==> src/rtl/fdiv_pkg.sv <==
package fdiv_pkg;
  localparam int unsigned BYTE_W = 8;

  typedef struct packed {
    logic       gate;
    logic       ready;
    logic [5:0] frac;
  } chan_byte_t;
endpackage

==> src/rtl/fdiv_rst_sync.sv <==
module fdiv_rst_sync (
  input  logic clk,
  input  logic rst_n,
  output logic rst_sync_n
);
  logic [1:0] sync_q;

  always_ff @(posedge clk or negedge rst_n) begin
    if (!rst_n) sync_q <= 2'b00;
    else        sync_q <= {sync_q[0], 1'b1};
  end

  assign rst_sync_n = sync_q[1];
endmodule

==> src/rtl/fdiv_chan_ctrl.sv <==
module fdiv_chan_ctrl #(
  parameter int unsigned FRAC_W   = 6,
  parameter int unsigned FRAC_MIN = 12,
  parameter int unsigned FRAC_MAX = 35,
  parameter int unsigned FRAC_RST = 18,
  parameter int unsigned SETTLE   = 16
) (
  input  logic              clk,
  input  logic              rst_n,
  input  logic              wr_en,
  input  logic              wr_gate,
  input  logic [FRAC_W-1:0] wr_frac,
  output logic              gate_o,
  output logic              ready_o,
  output logic [FRAC_W-1:0] frac_o
);
  localparam int unsigned CNT_W = $clog2(SETTLE + 1);
  localparam logic [CNT_W-1:0] CNT_DONE = CNT_W'(SETTLE);

  logic              gate_q, gate_d;
  logic [FRAC_W-1:0] frac_q, frac_d, frac_clamped;
  logic [CNT_W-1:0]  cnt_q, cnt_d;

  always_comb begin
    if (wr_frac == '0)                      frac_clamped = '0;
    else if (wr_frac < FRAC_W'(FRAC_MIN))   frac_clamped = FRAC_W'(FRAC_MIN);
    else if (wr_frac > FRAC_W'(FRAC_MAX))   frac_clamped = FRAC_W'(FRAC_MAX);
    else                                    frac_clamped = wr_frac;
  end

  always_comb begin
    gate_d = gate_q;
    frac_d = frac_q;
    if (wr_en) begin
      gate_d = wr_gate;
      if (gate_q) frac_d = frac_clamped;
    end
  end

  always_comb begin
    if (gate_q || gate_d)      cnt_d = '0;
    else if (cnt_q != CNT_DONE) cnt_d = cnt_q + 1'b1;
    else                        cnt_d = cnt_q;
  end

  always_ff @(posedge clk or negedge rst_n) begin
    if (!rst_n) begin
      gate_q <= 1'b1;
      frac_q <= FRAC_W'(FRAC_RST);
      cnt_q  <= '0;
    end else begin
      gate_q <= gate_d;
      frac_q <= frac_d;
      cnt_q  <= cnt_d;
    end
  end

  assign gate_o  = gate_q;
  assign frac_o  = frac_q;
  assign ready_o = (cnt_q == CNT_DONE);

  AST_FRAC_FROZEN_RUN: assert property (@(posedge clk) disable iff (!rst_n)
    !gate_q |=> $stable(frac_q));
  AST_FRAC_LEGAL: assert property (@(posedge clk) disable iff (!rst_n)
    (frac_q == '0) || ((frac_q >= FRAC_W'(FRAC_MIN)) && (frac_q <= FRAC_W'(FRAC_MAX))));
  AST_READY_LOW_GATED: assert property (@(posedge clk) disable iff (!rst_n)
    gate_q |-> !ready_o);
  AST_READY_RISE_RUNNING: assert property (@(posedge clk) disable iff (!rst_n)
    $rose(ready_o) |-> !gate_q);
endmodule

==> src/rtl/fdiv_phase_acc.sv <==
module fdiv_phase_acc #(
  parameter int unsigned FRAC_W = 6,
  parameter int unsigned NUMER  = 18,
  parameter int unsigned STEP_W = 2
) (
  input  logic              clk,
  input  logic              rst_n,
  input  logic              gate,
  input  logic [FRAC_W-1:0] frac,
  output logic [STEP_W-1:0] step_o
);
  localparam int unsigned SUM_W = FRAC_W + 2;

  logic [FRAC_W-1:0] acc_q, acc_d;
  logic [STEP_W-1:0] step_q, step_d;
  logic [SUM_W-1:0]  sum, one_f, two_f, rem;

  assign sum   = SUM_W'(acc_q) + SUM_W'(NUMER);
  assign one_f = SUM_W'(frac);
  assign two_f = SUM_W'(frac) << 1;

  always_comb begin
    rem    = sum;
    step_d = '0;
    if (sum >= two_f) begin
      rem    = sum - two_f;
      step_d = STEP_W'(2);
    end else if (sum >= one_f) begin
      rem    = sum - one_f;
      step_d = STEP_W'(1);
    end
    acc_d = rem[FRAC_W-1:0];
    if (gate || (frac == '0)) begin
      acc_d  = '0;
      step_d = '0;
    end
  end

  always_ff @(posedge clk or negedge rst_n) begin
    if (!rst_n) begin
      acc_q  <= '0;
      step_q <= '0;
    end else begin
      acc_q  <= acc_d;
      step_q <= step_d;
    end
  end

  assign step_o = step_q;

  AST_NO_STEP_IDLE: assert property (@(posedge clk) disable iff (!rst_n)
    (gate || (frac == '0)) |=> (step_q == '0));
  AST_STEP_LIMIT: assert property (@(posedge clk) disable iff (!rst_n)
    step_q <= STEP_W'(2));
  AST_RESIDUE_BELOW_FRAC: assert property (@(posedge clk) disable iff (!rst_n)
    (!gate && (frac != '0)) |-> (acc_q < frac));
  AST_RESTART_ZERO: assert property (@(posedge clk) disable iff (!rst_n)
    $fell(gate) |-> (acc_q == '0));
endmodule

==> src/rtl/frac_div_bank.sv <==
module frac_div_bank #(
  parameter int unsigned NUM_CH   = 4,
  parameter int unsigned NUMER    = 18,
  parameter int unsigned FRAC_MIN = 12,
  parameter int unsigned FRAC_MAX = 35,
  parameter int unsigned FRAC_RST = 18,
  parameter int unsigned SETTLE   = 16,
  parameter int unsigned STEP_W   = 2
) (
  input  logic                                 clk,
  input  logic                                 rst_n,
  input  logic                                 wr_en,
  input  logic [NUM_CH-1:0]                    wr_be,
  input  logic [NUM_CH*fdiv_pkg::BYTE_W-1:0]   wr_data,
  output logic [NUM_CH*fdiv_pkg::BYTE_W-1:0]   rd_data,
  output logic [NUM_CH*STEP_W-1:0]             step
);
  import fdiv_pkg::*;
  localparam int unsigned FRAC_W = 6;

  logic rst_sync_n;
  logic [NUM_CH-1:0] unused_ready_bits;

  fdiv_rst_sync i_rst_sync (
    .clk        (clk),
    .rst_n      (rst_n),
    .rst_sync_n (rst_sync_n)
  );

  for (genvar n = 0; n < NUM_CH; n++) begin : g_chan
    chan_byte_t        wr_b, rd_b;
    logic              gate, ready;
    logic [FRAC_W-1:0] frac;

    assign wr_b = wr_data[n*BYTE_W +: BYTE_W];
    assign unused_ready_bits[n] = wr_b.ready;

    fdiv_chan_ctrl #(
      .FRAC_W   (FRAC_W),
      .FRAC_MIN (FRAC_MIN),
      .FRAC_MAX (FRAC_MAX),
      .FRAC_RST (FRAC_RST),
      .SETTLE   (SETTLE)
    ) i_ctrl (
      .clk     (clk),
      .rst_n   (rst_sync_n),
      .wr_en   (wr_en && wr_be[n]),
      .wr_gate (wr_b.gate),
      .wr_frac (wr_b.frac),
      .gate_o  (gate),
      .ready_o (ready),
      .frac_o  (frac)
    );

    fdiv_phase_acc #(
      .FRAC_W (FRAC_W),
      .NUMER  (NUMER),
      .STEP_W (STEP_W)
    ) i_acc (
      .clk    (clk),
      .rst_n  (rst_sync_n),
      .gate   (gate),
      .frac   (frac),
      .step_o (step[n*STEP_W +: STEP_W])
    );

    assign rd_b.gate  = gate;
    assign rd_b.ready = ready;
    assign rd_b.frac  = frac;
    assign rd_data[n*BYTE_W +: BYTE_W] = rd_b;
  end
endmodule

==> config.mk <==
export PLATFORM = sky130hd
export DESIGN_NAME = frac_div_bank
export DESIGN_NICKNAME = d
export VERILOG_FILES = /design/src/rtl/fdiv_pkg.sv /design/src/rtl/fdiv_rst_sync.sv /design/src/rtl/fdiv_chan_ctrl.sv /design/src/rtl/fdiv_phase_acc.sv /design/src/rtl/frac_div_bank.sv
export SDC_FILE = /design/constraint.sdc
export NUM_CORES = 1
export LEC_CHECK = 0
export ABC_AREA = 1
export ABC_CLOCK_PERIOD_IN_PS = 6800
export BUFFER_PORTS_ARGS = -buffer_cell sky130_fd_sc_hd__buf_4
export CAP_MARGIN = 20
export CORE_MARGIN = 5
export CORE_UTILIZATION = 60
export CTS_CLUSTER_SIZE = 14
export DETAILED_ROUTE_END_ITERATION = 12
export GPL_TIMING_DRIVEN = 0
export PLACE_DENSITY = 0.78
export SLEW_MARGIN = 20
export SYNTH_ARGS = -nofsm -noshare
export SYNTH_HDL_FRONTEND = slang
export SYNTH_HIERARCHICAL = 1
export SYNTH_SLANG_ARGS = --single-unit
==> constraint.sdc <==
create_clock -name clk -period 6.8 [get_ports clk]
set_input_delay 1.02 -clock clk [delete_from_list [all_inputs] [get_ports clk]]
set_output_delay 1.02 -clock clk [all_outputs]
set_load 0.005 [all_outputs]
# Yosys cells after proc, flatten, opt, wreduce, memory -nomap -nowiden
# Cells that the tools add are included.
# W data, S select, Z words.
[op_classes]
n_addsub = 16
reduce_logical = 28
order_cmp = 16
muxes = 48
n_eq_ne = 8
[op_table]
columns = ["cell", "count"]
rows = [
  ["$mux W6", 24],
  ["$logic_not A6 Y1", 8],
  ["$sub A6 B6 Y6", 8],
  ["$mux W5", 8],
  ["$add A6 B5 Y7 const B", 4],
  ["$ge A7 B6 Y1", 4],
  ["$ge A7 B7 Y1", 4],
  ["$gt A6 B6 Y1 const B", 4],
  ["$lt A6 B4 Y1 const B", 4],
  ["$add A5 B1 Y5 const B", 4],
  ["$eq A5 B5 Y1 const B", 4],
  ["$ne A5 B5 Y1 const B", 4],
  ["$mux W2", 8],
  ["$logic_or A1 B1 Y1", 8],
  ["$mux W1", 8],
  ["$reduce_and A2 Y1", 4],
  ["$reduce_bool A2 Y1", 4],
  ["$logic_and A1 B1 Y1", 4],
]
[totals]
input_bits = 39
word_cells = 137
register_bits = 82

# Logic depth before layout (Yosys ltp)
# Gate-level depths: netlist of the first run.
[logic_depth]
word_depth = 5
mapped_depth = 15

# Cells and area by module
# The synthesis of the first run kept the hierarchy.
[modules_own_cells]
columns = ["module", "cells_each", "seq_area_each_um2", "area_per_inst_um2", "instances"]
rows = [
  ["fdiv_chan_ctrl", 74, 304.0, 618.1, 4],
  ["fdiv_phase_acc at g_chan[0].i_acc ...", 165, 200.2, 1118.6, 2],
  ["fdiv_phase_acc at g_chan[2].i_acc", 157, 200.2, 1093.5, 1],
  ["fdiv_phase_acc at g_chan[3].i_acc", 159, 200.2, 1077.3, 1],
  ["frac_div_bank", 16, 0.0, 90.1, 1],
  ["fdiv_rst_sync", 3, 50.0, 53.8, 1],
]

# Least setup slack after synthesis of the first run
# OpenSTA, ideal clock, no wires.
[synth_path]
path_kind = "flip-flop to flip-flop"
from = "reg g_chan[3].i_acc.acc_q[1]"
to = "reg g_chan[3].i_acc.acc_q[2]"
path_stages_with_launch = 14
arrival_ns = 1.920
setup_time_ns = 0.115
path_slack_ns = 4.764
path_cell_list = "dfrtp_1 ha_1 nand2_1 nand2_1 xor2_1 ha_1 nand2_1 inv_2 a21oi_2 nand3_4 inv_4 nand2_1 nor2_1 nor2_1"
[synth_between]
elab_chain_len = 5
[synth_lines]
columns = ["element", "line", "text"]
rows = [
  ["from (decl)", "fdiv_phase_acc.sv:14", "logic [FRAC_W-1:0] acc_q, acc_d;"],
  ["from (signal assigned)", "fdiv_phase_acc.sv:41", "acc_q <= '0;"],
  ["from (signal assigned)", "fdiv_phase_acc.sv:44", "acc_q <= acc_d;"],
  ["$add A6 B5 Y7 (*)", "fdiv_phase_acc.sv:18", "assign sum = SUM_W'(acc_q) + SUM_W'(NUMER);"],
  ["$sub A6 B6 Y6 / $ge A7 B6 Y1 (equally long branches)", "fdiv_phase_acc.sv:29, fdiv_phase_acc.sv:28", ""],
  ["$mux W6", "fdiv_phase_acc.sv:28", "end else if (sum >= one_f) begin"],
  ["$mux W6 (*)", "fdiv_phase_acc.sv:25", "if (sum >= two_f) begin"],
  ["$mux W6 (*)", "fdiv_phase_acc.sv:33", "if (gate || (frac == '0)) begin"],
  ["via g_chan[3].i_acc.acc_d[2]", "fdiv_phase_acc.sv:14", ""],
]
# Mark *: on every way through the listed nets, which the timed path passes. The rest lies on a longest branch.
# A chain may end at the register's enable or synchronous reset.

# Worst setup path after layout of the first run
[layout_path]
from = "reg g_chan[0].i_ctrl.cnt_q[0]"
to = "out rd_data[6] (netlist name)"
[layout_between]
elab_chain_len = 1
[layout_lines]
columns = ["element", "line", "text"]
rows = [
  ["from (decl)", "fdiv_chan_ctrl.sv:22", "logic [CNT_W-1:0] cnt_q, cnt_d;"],
  ["from (signal assigned)", "fdiv_chan_ctrl.sv:54", "cnt_q <= cnt_d;"],
  ["$eq A5 B5 Y1", "fdiv_chan_ctrl.sv:60", "assign ready_o = (cnt_q == CNT_DONE);"],
  ["to (decl)", "frac_div_bank.sv:15", "output logic [NUM_CH*fdiv_pkg::BYTE_W-1:0] rd_data,"],
]
# No other way between the ends.

==> flow_summary.toml, run 1 <==
[worst_setup_path]
r2r_start = "g_chan[3].i_acc/acc_q[1]$_DFF_PN0_"
path_class = "reg2out"
critPathCaptureType = "output pin"
timing.rr.end = "g_chan[3].i_acc/acc_q[5]$_DFF_PN0_"
r2r_cells = 13
crit_required_ps = 5780
crit_end = "rd_data[6]"
start_kind = "flip-flop"
cp_max_fo = 4
cp.arrival_ps = 1510
r2r_slack_ps = 4310
cp-startpoint = "g_chan[0].i_ctrl/cnt_q[0]$_DFFE_PN0P_"

[routing]
routed_wl_um = 15210
drt_first_pass_iters = 5
drc = 0
via_count = 6224
first_iter_violations = 319
avgViaCountPerCell = 5.208
routedWlPerCell_um = 12.73
final_antenna_net_count = 0

[timing]
rsz0062_at_grt = "false"
fin_crit_ps = 2526
clock.fmax_ghz = 0.3959
finalHoldViolCount = 0
fin_crit_sh = 0.3714
skew_ps = 4.704
fin_setup_tns_ps = 0
timing.hold.ws_ps = 259.8
setup-violations-final = 0
worst_slack_ps = 4274
final-max-slew-violation-count = 0

[clock_network]
cts_tree = "done"
cts_resized = 0
cts_inserted_buffers = 9
clock_sinks = 82
clk_pin_slew_worst_paths_ps = 60
worst_skew_pair.late_latency_ps = 350
cts_buffer_depth = 2
root_buffer = "clkbuf_16"
h-tree-depth = 3
cts_setup_buffers = 0
ctsHoldBuffers = 0

[power]
power.total_uw = 4613
vdd_drop_max_uv = 297.3
p_leak_uw = 0.004470
cellPowerDensity_nw_per_um2 = 572.1

[placement]
gp_congestion = 0.9099
placed_cell_area_um2 = 7790
pre_cts_ws_ps = 4361
dp_hpwl_um = 11950
port_buffers = 74

[logic_synthesis]
synth_flop_cell = "dfrtp_1"
ys_top_cells_by_count = "nand2_1 (261), inv_1 (146), nand3_1 (103), nor2_1 (80), dfrtp_1 (70)"
yosys_warnings = 6
postSynthCellCount = 961
syn_area_per_cell_um2 = 7.309
ys_ff_latch = 82
yosysMostFrequentCell = "nand2_1"
synthesis.nets = 1068
synthTopCellsByArea = "dfrtp_1 (25%), nand2_1 (14%), ha_1 (11%), inv_1 (7.8%), nand3_1 (7.3%)"
ys_seq_area_frac = 0.2943
async_flop_share = 1.000
synth.largest_area_cell = "dfrtp_1"
synth.distinct_cells = 41
synth_edf_count = 0
synth_area_um2 = 7024
synth.top_cell.area_share = 0.2494

[die]
start_util = 0.6125
dieArea_um2 = 13970
core_area_um2 = 11470
io_pins = 79
placementRows = 39
fp.dieH_um = 118.2
die_x_um = 118.2

[outcome]
outcome = "complete, no violations"

[worst_hold_path]
hold_class = "reg2async"

[layout]
syn_to_final_growth_pct = 14.80
final_area_um2 = 8064
drive_above_1_share = 0.2082
n_fill_cell = 959
nets = 1154
n_antenna_cell = 0

[global_route]
grt_pass1_vias = 6088
antenna_found_initial = 0
grt_pass1_wl_um = 26730
gr-total-overflow = 0
grt_max_degree = 53
grt_use_total = 0.2246

[flow_run]
max-cap-violations = 0
## metrics by stage
stage,utilization,cells
2_1_floorplan,-,961
3_3_place_gp,0.6766,1178
3_5_place_dp,0.6793,1179
4_1_cts,0.7032,1195
5_1_grt,0.7032,1195
6_report,0.7032,1195
## worst max-delay path, cell delays in order, from the launching register on
cell	delay (ps)
dfrtp_1	400
inv_1	80
ha_1	190
nand3_1	120
inv_1	100
buf_4	140
buf_4	130
## flip-flops by register name, indices dropped and copies added, names as in the netlist
| name | cells |
|---|---|
| g_chan.i_ctrl/gate_o | 4 |
| g_chan.i_acc/step_o | 8 |
| g_chan.i_ctrl/cnt_q | 20 |
| g_chan.i_ctrl/frac_o | 24 |
| i_rst_sync/sync_q | 2 |
| g_chan.i_acc/acc_q | 24 |
## cells in the final DEF, fill, tap and decap left out, types with 6 or more instances in the layout
master / instances
nand2_1: 261
inv_1: 146
nand3_1: 103
buf_4: 82
nor2_1: 80
dfrtp_1: 69
ha_1: 60
a21oi_1: 37
nand2_2: 16
xor2_1: 15
inv_2: 14
nor2_4: 12
or2_2: 12
dfstp_2: 12
nand3_2: 11
a21oi_2: 11
nand2_4: 11
nand4_1: 10
clkbuf_16: 9
o21ai_0: 8
fa_1: 8
xnor2_1: 6
a21oi_4: 6
o21ai_1: 6
## power breakdown
part | switching [uW] | internal, uW | leakage, uW
sequential | 176 | 675 | 0.00102
clock | 201 | 257 | 0.000125
combinational | 2020 | 1280 | 0.00333
## worst min-delay path by stage
stage	from	endpoint
3_3_place_gp	i_rst_sync/sync_q[0]$_DFF_PN0_	i_rst_sync/sync_q[1]$_DFF_PN0_
2_1_floorplan	i_rst_sync/sync_q[0]$_DFF_PN0_	i_rst_sync/sync_q[1]$_DFF_PN0_
3_5_place_dp	i_rst_sync/sync_q[1]$_DFF_PN0_	g_chan[3].i_acc/acc_q[1]$_DFF_PN0_
6_report	i_rst_sync/sync_q[1]$_DFF_PN0_	g_chan[3].i_acc/acc_q[1]$_DFF_PN0_
4_1_cts	i_rst_sync/sync_q[1]$_DFF_PN0_	g_chan[3].i_acc/acc_q[1]$_DFF_PN0_
5_1_grt	i_rst_sync/sync_q[1]$_DFF_PN0_	g_chan[3].i_acc/acc_q[0]$_DFFE_PN0P_
## layout make-up
type	count	area, um^2	area share
multi-input combinational	706	4265	0.5289
clock buffer	12	246.5	0.03057
timing repair buffer	75	583.1	0.07230
tap	143	178.9	0.02219
sequential	82	2071	0.2568
buffer	9	71.32	0.008844
inverter	164	620.6	0.07696
clock inverter	4	27.53	0.003414
## layer usage
layer	global-route usage	part of all wire	routed length [um]	up-vias
met5	0	0	0	-
met4	0.07312	0.015	223	0
met3	0.03247	0.048	731	20
met2	0.3871	0.49	7409	155
met1	0.2908	0.45	6844	2838
li1	-	-	-	3211
## logic make-up after synthesis
| logic type | synth area share |
|---|---|
| compound gates | 0.07303 |
| xor+xnor | 0.02619 |
| other cells | 0.0005339 |
| fa+ha+maj | 0.1297 |
| buf+inv | 0.09850 |
| flops | 0.2943 |
| simple gates | 0.3778 |
No activity file was read; power rests on OpenSTA's default activity.
==> inputs of run 2 (changes only) <==
- ABC_CLOCK_PERIOD_IN_PS: 6800 -> 2600
- clock period: 6.8 -> 2.6 ns (I/O delays scaled with it)
==> run 2 against run 1 <==
Against the previous run:
- sequential share of layout area fell by 0.056 points
- via count barely moved
- critical path type is now reg2reg
- highest routed layer unchanged
- sequential cell count did not move
- sequential power rose to 2.6 times the previous value
- register-to-register slack got worse by 4100 ps
- critical endpoint is now g_chan[3].i_acc/acc_q[5]$_DFF_PN0_
- global-route usage barely moved
- first-iteration DRC count fell by 10%
==> flow_summary.toml, run 2 (synthesis gave the netlist of run 1 again) <==
[worst_setup_path]
critPathCaptureType = "flip-flop"
r2r_cells = 12
cp.arrival_ps = 2650
path_class = "reg2reg"
start_kind = "flip-flop"
cp_max_fo = 8
crit_required_ps = 2840

[routing]
drt_first_pass_iters = 5
routedWlPerCell_um = 12.73
via_count = 6222
routed_wl_um = 15230
drc = 0
avgViaCountPerCell = 5.202
final_antenna_net_count = 0
first_iter_violations = 286

[placement]
dp_hpwl_um = 11950
port_buffers = 74
gp_congestion = 0.9099
pre_cts_ws_ps = 161.1

[clock_network]
cts_setup_buffers = 0
cts_buffer_depth = 2
cts_inserted_buffers = 9
root_buffer = "clkbuf_16"
worst_skew_pair.late_latency_ps = 340
clock_sinks = 82
clk_pin_slew_worst_paths_ps = 60
h-tree-depth = 3
cts_tree = "done"

[flow_run]
max-cap-violations = 0

[global_route]
grt_pass1_wl_um = 26770
grt_use_total = 0.2250
antenna_found_initial = 0
grt_pass1_vias = 6096
grt_max_degree = 53
gr-total-overflow = 0

[die]
fp.dieH_um = 118.2
placementRows = 39
core_area_um2 = 11470
die_x_um = 118.2
start_util = 0.6125
dieArea_um2 = 13970
io_pins = 79

[outcome]
outcome = "complete, no violations"

[layout]
fin_util = 0.7047
layout_common_cells = "nand2_1 (261), inv_1 (146), nand3_1 (103)"
drive_above_1_share = 0.2089
final_common_cell = "nand2_1"
nets = 1155
syn_to_final_growth_pct = 15.05
n_fill_cell = 955
n_antenna_cell = 0

[power]
vdd_drop_max_uv = 777.8
p_leak_uw = 0.004475
cellPowerDensity_nw_per_um2 = 1493

[timing]
clock.fmax_ghz = 0.4146
final-max-slew-violation-count = 0
fin_setup_tns_ps = 0
fin_crit_sh = 0.9278
fin_crit_ps = 2412
worst_slack_ps = 187.8
skew_ps = 4.748
setup-violations-final = 0
rsz0062_at_grt = "false"
finalHoldViolCount = 0

[worst_hold_path]
hold_class = "reg2async"
[run 2: area by class of cell]
| cell class | instances | area [um^2] | area share |
|---|---|---|---|
| Clock buffer | 12 | 246.5 | 0.03050 |
| Buffer | 9 | 71.32 | 0.008825 |
| Timing Repair Buffer | 76 | 593.1 | 0.07339 |
| Clock inverter | 4 | 27.53 | 0.003406 |
| Sequential cell | 82 | 2071 | 0.2562 |
| Multi-Input combinational cell | 706 | 4273 | 0.5287 |
| Tap cell | 143 | 178.9 | 0.02214 |
| Inverter | 164 | 620.6 | 0.07679 |
[run 2: critical path: stages, from the launching register on]
cell and delay (ps):
dfrtp_1 470, nand3_1 200, xor2_1 290, inv_1 100, ha_1 360, nand2_1 110, nand2_1 70, a21oi_2 170
nand3_4 160, inv_4 110, nand2_1 60, nor2_1 140, nor2_1 50
[run 2: stage by stage]
| stage | instance area [um^2] | power, uW | hold slack [ps] | std cells |
|---|---|---|---|---|
| floorplan | 7024 | 8973 | 94.41 | 961 |
| global placement | 7759 | 10570 | 172.9 | 1178 |
| finish | 8082 | 12070 | 258.2 | 1196 |
| detailed placement | 7790 | 10780 | 174.9 | 1179 |
| CTS | 8074 | 12070 | 267.1 | 1196 |
| global route | 8082 | 13460 | 272.5 | 1196 |
[run 2: final timing paths]
check | start | slack [ps] | end
max in group asynchronous | i_rst_sync/sync_q[1]$_DFF_PN0_ | 1710 | g_chan[1].i_ctrl/frac_o[1]$_DFFE_PN1P_
setup reg to reg | g_chan[3].i_acc/acc_q[1]$_DFF_PN0_ | 190 | g_chan[3].i_acc/acc_q[5]$_DFF_PN0_
hold / removal | i_rst_sync/sync_q[1]$_DFF_PN0_ | 260 | g_chan[3].i_acc/acc_q[1]$_DFF_PN0_
min in group clk | wr_data[31] | 280 | g_chan[3].i_ctrl/gate_o$_DFF_PN1_
hold reg to reg | i_rst_sync/sync_q[1]$_DFF_PN0_ | 260 | g_chan[3].i_acc/acc_q[1]$_DFF_PN0_
setup / recovery | g_chan[3].i_acc/acc_q[1]$_DFF_PN0_ | 190 | g_chan[3].i_acc/acc_q[5]$_DFF_PN0_
[run 2: routing by layer]
metal	vias to the layer above	track usage	routed length, um
li1	3206	-	-
met1	2854	0.2908	6893
met2	141	0.3885	7406
met3	21	0.03247	687
met4	0	0.07312	238
met5	-	0	0
[run 2: timing repair]
action	4_1_cts	5_1_grt
hold endpoints to repair	2	0
endpoints found under the setup margin	0	6
hold buffers	1	0
resized for setup	0	1
[run 2: where the power goes]
part | switching (uW) | leakage, uW | internal, uW
logic | 5290 | 0.00333 | 3360
clock network | 523 | 0.000125 | 672
registers | 464 | 0.00102 | 1760
total | 6270 | 0.00448 | 5790
